===== src/rtl/rcv_pkg.sv =====
package rcv_pkg;

  typedef enum logic [2:0] {
    ST_IDLE  = 3'd0,
    ST_LOW   = 3'd1,
    ST_HIGH  = 3'd2,
    ST_START = 3'd3,
    ST_PARK  = 3'd4,
    ST_FREE  = 3'd5
  } rcv_state_e;

  // clock line is held low in these phases
  function automatic logic scl_low(rcv_state_e s);
    return (s == ST_LOW) || (s == ST_PARK) || (s == ST_FREE);
  endfunction

  // data line is held low only around the start condition
  function automatic logic sda_low(rcv_state_e s);
    return (s == ST_START) || (s == ST_PARK);
  endfunction

endpackage


===== src/rtl/rcv_sync.sv =====
module rcv_sync #(
  parameter int unsigned STAGES = 2
) (
  input  logic clk_i,
  input  logic rst_ni,
  input  logic d_i,
  output logic q_o
);
  logic [STAGES-1:0] ff_q;

  generate
    for (genvar i = 0; i < STAGES; i++) begin : g_stage
      always_ff @(posedge clk_i or negedge rst_ni) begin
        if (!rst_ni) ff_q[i] <= 1'b1;
        else if (i == 0) ff_q[i] <= d_i;
        else ff_q[i] <= ff_q[(i > 0) ? i - 1 : 0];
      end
    end
  endgenerate

  assign q_o = ff_q[STAGES-1];
endmodule


===== src/rtl/rcv_half_timer.sv =====
module rcv_half_timer #(
  parameter int unsigned HALF_CYC = 8
) (
  input  logic clk_i,
  input  logic rst_ni,
  input  logic run_i,
  output logic tick_o
);
  localparam int unsigned CW = (HALF_CYC > 1) ? $clog2(HALF_CYC) : 1;
  localparam logic [CW-1:0] LAST = CW'(HALF_CYC - 1);

  logic [CW-1:0] cnt_q;

  assign tick_o = run_i && (cnt_q == LAST);

  always_ff @(posedge clk_i or negedge rst_ni) begin
    if (!rst_ni) cnt_q <= '0;
    else if (!run_i || tick_o) cnt_q <= '0;
    else cnt_q <= cnt_q + 1'b1;
  end

  a_r1_cnt_range: assert property (@(posedge clk_i) disable iff (!rst_ni)
    cnt_q <= LAST);
  a_r1_idle_clear: assert property (@(posedge clk_i) disable iff (!rst_ni)
    !run_i |=> cnt_q == '0);
endmodule


===== src/rtl/rcv_fsm.sv =====
module rcv_fsm
  import rcv_pkg::*;
#(
  parameter int unsigned MAX_PULSES = 9
) (
  input  logic clk_i,
  input  logic rst_ni,
  input  logic start_i,
  input  logic sda_s_i,
  input  logic tick_i,
  output logic run_o,
  output logic scl_pull_o,
  output logic sda_pull_o,
  output logic done_o,
  output logic fail_o
);
  localparam int unsigned PW = $clog2(MAX_PULSES + 1);
  localparam logic [PW-1:0] PMAX = PW'(MAX_PULSES);

  rcv_state_e state_q, state_d;
  logic [PW-1:0] pulse_q, pulse_d;
  logic done_d, fail_d;
  logic scl_q, sda_q, done_q, fail_q;

  assign run_o = (state_q != ST_IDLE);

  always_comb begin
    state_d = state_q;
    pulse_d = pulse_q;
    done_d  = 1'b0;
    fail_d  = 1'b0;
    unique case (state_q)
      ST_IDLE: if (start_i) begin
        state_d = ST_LOW;
        pulse_d = '0;
      end
      ST_LOW: if (tick_i) state_d = ST_HIGH;
      ST_HIGH: if (tick_i) begin
        pulse_d = pulse_q + 1'b1;
        if (sda_s_i) state_d = ST_START;
        else if (pulse_d == PMAX) begin
          state_d = ST_IDLE;
          fail_d  = 1'b1;
        end else state_d = ST_LOW;
      end
      ST_START: if (tick_i) state_d = ST_PARK;
      ST_PARK:  if (tick_i) state_d = ST_FREE;
      ST_FREE: if (tick_i) begin
        state_d = ST_IDLE;
        done_d  = 1'b1;
      end
      default: state_d = ST_IDLE;
    endcase
  end

  always_ff @(posedge clk_i or negedge rst_ni) begin
    if (!rst_ni) begin
      state_q <= ST_IDLE;
      pulse_q <= '0;
      scl_q   <= 1'b0;
      sda_q   <= 1'b0;
      done_q  <= 1'b0;
      fail_q  <= 1'b0;
    end else begin
      state_q <= state_d;
      pulse_q <= pulse_d;
      scl_q   <= scl_low(state_d);
      sda_q   <= sda_low(state_d);
      done_q  <= done_d;
      fail_q  <= fail_d;
    end
  end

  assign scl_pull_o = scl_q;
  assign sda_pull_o = sda_q;
  assign done_o     = done_q;
  assign fail_o     = fail_q;

  a_r2_pulse_cap: assert property (@(posedge clk_i) disable iff (!rst_ni)
    pulse_q <= PMAX);
  a_r3_start_after_high: assert property (@(posedge clk_i) disable iff (!rst_ni)
    ($rose(sda_pull_o) && !scl_pull_o) |-> $past(sda_s_i));
  a_r5_sda_release_scl_low: assert property (@(posedge clk_i) disable iff (!rst_ni)
    $fell(sda_pull_o) |-> (scl_pull_o && $past(scl_pull_o)));
  a_r6_fail_releases: assert property (@(posedge clk_i) disable iff (!rst_ni)
    fail_o |-> (!scl_pull_o && !sda_pull_o));
  a_r6_fail_saw_low: assert property (@(posedge clk_i) disable iff (!rst_ni)
    fail_o |-> !$past(sda_s_i));
  a_r8_busy_ignores_start: assert property (@(posedge clk_i) disable iff (!rst_ni)
    (run_o && start_i && !tick_i) |=> ($stable(pulse_q) && $stable(state_q)));
  a_r9_flags_exclusive: assert property (@(posedge clk_i) disable iff (!rst_ni)
    !(done_o && fail_o));
  a_r9_done_single: assert property (@(posedge clk_i) disable iff (!rst_ni)
    done_o |=> !done_o);
  a_r9_fail_single: assert property (@(posedge clk_i) disable iff (!rst_ni)
    fail_o |=> !fail_o);
endmodule


===== src/rtl/bus_recovery_seq.sv =====
module bus_recovery_seq #(
  parameter int unsigned HALF_CYC    = 8,
  parameter int unsigned MAX_PULSES  = 9,
  parameter int unsigned SYNC_STAGES = 2
) (
  input  logic clk_i,
  input  logic rst_ni,
  input  logic start_i,
  input  logic sda_i,
  output logic scl_pull_o,
  output logic sda_pull_o,
  output logic done_o,
  output logic fail_o
);
  logic sda_s, tick, run;

  rcv_sync #(.STAGES(SYNC_STAGES)) u_sync (
    .clk_i (clk_i),
    .rst_ni(rst_ni),
    .d_i   (sda_i),
    .q_o   (sda_s)
  );

  rcv_half_timer #(.HALF_CYC(HALF_CYC)) u_timer (
    .clk_i (clk_i),
    .rst_ni(rst_ni),
    .run_i (run),
    .tick_o(tick)
  );

  rcv_fsm #(.MAX_PULSES(MAX_PULSES)) u_fsm (
    .clk_i     (clk_i),
    .rst_ni    (rst_ni),
    .start_i   (start_i),
    .sda_s_i   (sda_s),
    .tick_i    (tick),
    .run_o     (run),
    .scl_pull_o(scl_pull_o),
    .sda_pull_o(sda_pull_o),
    .done_o    (done_o),
    .fail_o    (fail_o)
  );

  a_r7_idle_quiet: assert property (@(posedge clk_i) disable iff (!rst_ni)
    !run |-> (!sda_pull_o && !done_o && !fail_o) || done_o || fail_o);
  a_r5_no_stop_while_high: assert property (@(posedge clk_i) disable iff (!rst_ni)
    (!scl_pull_o && $past(!scl_pull_o)) |-> !$fell(sda_pull_o));
endmodule


===== config.mk =====
export PLATFORM = sky130hd
export DESIGN_NAME = bus_recovery_seq
export DESIGN_NICKNAME = d
export VERILOG_FILES = /design/src/rtl/rcv_pkg.sv /design/src/rtl/rcv_sync.sv /design/src/rtl/rcv_half_timer.sv /design/src/rtl/rcv_fsm.sv /design/src/rtl/bus_recovery_seq.sv
export SDC_FILE = /design/constraint.sdc
export NUM_CORES = 1
export LEC_CHECK = 0
export ABC_AREA = 1
export CAP_MARGIN = 10
export CORE_ASPECT_RATIO = 1.1
export CORE_UTILIZATION = 52
export CTS_BUF_LIST = sky130_fd_sc_hd__clkbuf_4 sky130_fd_sc_hd__clkbuf_8 sky130_fd_sc_hd__clkbuf_16
export DETAILED_ROUTE_END_ITERATION = 8
export PLACE_DENSITY = 0.75
export SYNTH_ARGS = -nofsm -noshare
export SYNTH_HDL_FRONTEND = slang
export SYNTH_SLANG_ARGS = --single-unit

===== constraint.sdc =====
create_clock -name clk_i -period 1.7 [get_ports clk_i]
set_input_delay 0.425 -clock clk_i [delete_from_list [all_inputs] [get_ports clk_i]]
set_output_delay 0.425 -clock clk_i [all_outputs]
set_load 0.05 [all_outputs]

==> reports/qor.txt <==
outcome = completed
cts-stage hold buffer count = 0
# IOs = 8
crit path launch type = flop
worst hold slack = 358 ps
post-CTS sizing = 0
mapped cell area = 756 um2
ANT cells = 0
Worst-Skew Late Latency = 280 ps
# fillers = 117
via count = 615
r2r worst-path depth = 11
max cap viols = 0
area of the die = 1610 um2
sequential-to-total area share from yosys stat = 53.3%
final setup vio count = 0
Post-DP Area = 843 um2
TritonCTS Buffers = 3
Mapped Avg Cell Area = 8.40 um2
clock sinks = 16
Fin. Hold Viols = 0
Vert. Die Dim = 42.0 um
aggregate global-route resource usage = 19.5%
CP required = 1930 ps
number of detailed-route iterations in the first pass = 4
CTS tree = built
R2R Setup Slk = 170 ps
GR Util met2 = 31.2%
Netlist cell types = 16
Top Usage Layer GRT = met2
Slew HR = 76.0%
vias in the first global route = 559
starting density of the core = 55.3%
clock root buffer = clkbuf_4
Period Utilization, post-route = 90.1%
final setup TNS = 0 ps
r2r endpoint = u_fsm.sda_pull_o
Synth area leaders = dfrtp_1 (46%), nand2_1 (13%), inv_1 (7.9%)
total grt overflow = 0
Vias/cell = 5.21
GRT met3 Usage = 4.79%
hold_sp = u_sync.ff_q[0]
post-route minimum period = 1530 ps
Hold Crit Depth = 0
number of nets in the layout = 111
Avg WL per Cell = 10.6 um
WP data arrival = 1760 ps
syn nets = 98
Yosys reg bits = 16
Synth async-reset ratio = 100%
fraction of layout cells with a size suffix above 1 = 15.7%
first-pass GRT wire length = 2110 um
RSZ-0062 raised after global routing = no
synthesized instance count = 90
CP Max Fanout = 6
postcts setup bufs = 0
Starting DRT DRC Count = 7
Final Max Tran Viols = 0
post-route cell area = 873 um2
initial antenna violation count = 0
Site Rows = 14
Hold EP = u_sync.q_o
CTS H-tree depth = 1
grt met1 use = 21.5%
Max VDD drop = 0.802 mV
Die Wd = 38.4 um
wirelength, routed = 1260 um
RR Startpoint = u_timer.cnt_q[0]
largest net degree at the start of global routing = 17
leak pwr = 0.465 nW
Power Dens Cells = 1320 nW/um2
layout overhead on the synthesized area = 15.6%
Clock transition at path regs = 90 ps
count leader, synth = nand2_1
Setup Skew = 2.88 ps
Commonest cells post-synth = nand2_1 (26), inv_1 (16), dfrtp_1 (14)
hold crit path type = flop to flop
crit end category = flop
YS warnings = 0
Final ANT Viol Nets = 0
worst slew pin tran = 356 ps
area share of the largest cell type after synthesis = 46.4%
core area = 1370 um2
number of flops mapped to enable cells by yosys = 0
RD Place Congestion = 0.956
Post-DP HPWL = 936 um
Main synth FF type = dfrtp_1
Yosys top cell by area = dfrtp_1
Clock Path Buffers = 2
CP Class = flop to flop
IO buf count = 7
Fmax = 653 MHz
detailed-route DRC error count = 0
final cells by class:
cell class	instances	area, um2	share of cell area, %
timing repair buffer	8	67.6	7.74
inverter	17	63.8	7.31
multi-input combinational	57	289	33.1
clock buffer	4	30.0	3.44
sequential	16	403	46.1
tap	16	20.0	2.29
worst max-delay path: stages, from the launching register on:
cell	delay, ps
dfrtp_1	390
ha_1	200
ha_1	220
inv_1	160
a21oi_2	40
nand3_1	100
nand2_1	60
nand2_1	70
nand2_2	60
nand2_2	80
nand2_1	50
nand2_1	50
metal layers:
metal  up-vias  wire length (um)
met4         0                55
met5         -                 0
met1       282               536
met3         7                59
li1        307                 -
met2        19               604
report_power, final:
group / internal, W / switching, W / leakage [nW]
Sequential: 0.000456 / 0.0000578 / 0.210
Combinational: 0.000130 / 0.000285 / 0.237
Clock: 0.000107 / 0.000114 / 0.0184
cells by family after synthesis:
kind of cell | synth area share, %
AO/OA/AOI/OAI | 7.78
adder cells (fa/ha/maj) | 6.62
buffers and inverters | 8.44
AND/OR/NAND/NOR | 23.8
flip-flops | 53.3
registers in the layout, summed over array words and instances (netlist names):
name and flops:
u_fsm.scl_pull_o 1, u_fsm.fail_o 1, u_timer.cnt_q 3, u_fsm.state_q 3, u_sync.q_o 1, u_fsm.sda_pull_o 1
u_sync.ff_q 1, u_fsm.done_o 1, u_fsm.pulse_q 4
layout by cell type, fill, tap and decap left out, drive strengths merged:
| cell | synthesis | layout |
|---|---|---|
| a21oi | 3 | 3 |
| a32o | 1 | 1 |
| buf | 0 | 5 |
| clkbuf | 0 | 4 |
| clkdlybuf4s50 | 0 | 3 |
| dfrtp | 14 | 14 |
| dfstp | 2 | 2 |
| ha | 4 | 4 |
| inv | 17 | 17 |
| nand2 | 28 | 28 |
| nand3 | 4 | 4 |
| nand4 | 2 | 2 |
| nor2 | 8 | 8 |
| nor3 | 1 | 1 |
| o21ai | 6 | 6 |
metrics by stage:
stage / setup WS (ps) / instances / total power (W) / util, %
after floorplan: 308 / 90 / 0.000823 / -
after global placement: 203 / 114 / 0.000921 / 61.7
after detailed placement: 182 / 114 / 0.000932 / 61.7
after CTS: 164 / 118 / 0.00116 / 63.9
after global routing: 18.2 / 118 / 0.00122 / 63.9
final: 168 / 118 / 0.00115 / 63.9
worst max path at each step:
stage                       endpoint  depth (start not counted)             start  slack, ps
finish              u_fsm.sda_pull_o                         11  u_timer.cnt_q[0]        170
global route        u_fsm.sda_pull_o                         11  u_timer.cnt_q[0]         20
CTS                 u_fsm.sda_pull_o                         11  u_timer.cnt_q[0]        160
detailed placement  u_fsm.scl_pull_o                         11  u_timer.cnt_q[0]        180
global placement    u_fsm.sda_pull_o                         11  u_timer.cnt_q[0]        200
floorplan           u_fsm.sda_pull_o                         10  u_timer.cnt_q[0]        310
No activity file was read; power rests on OpenSTA's default activity.
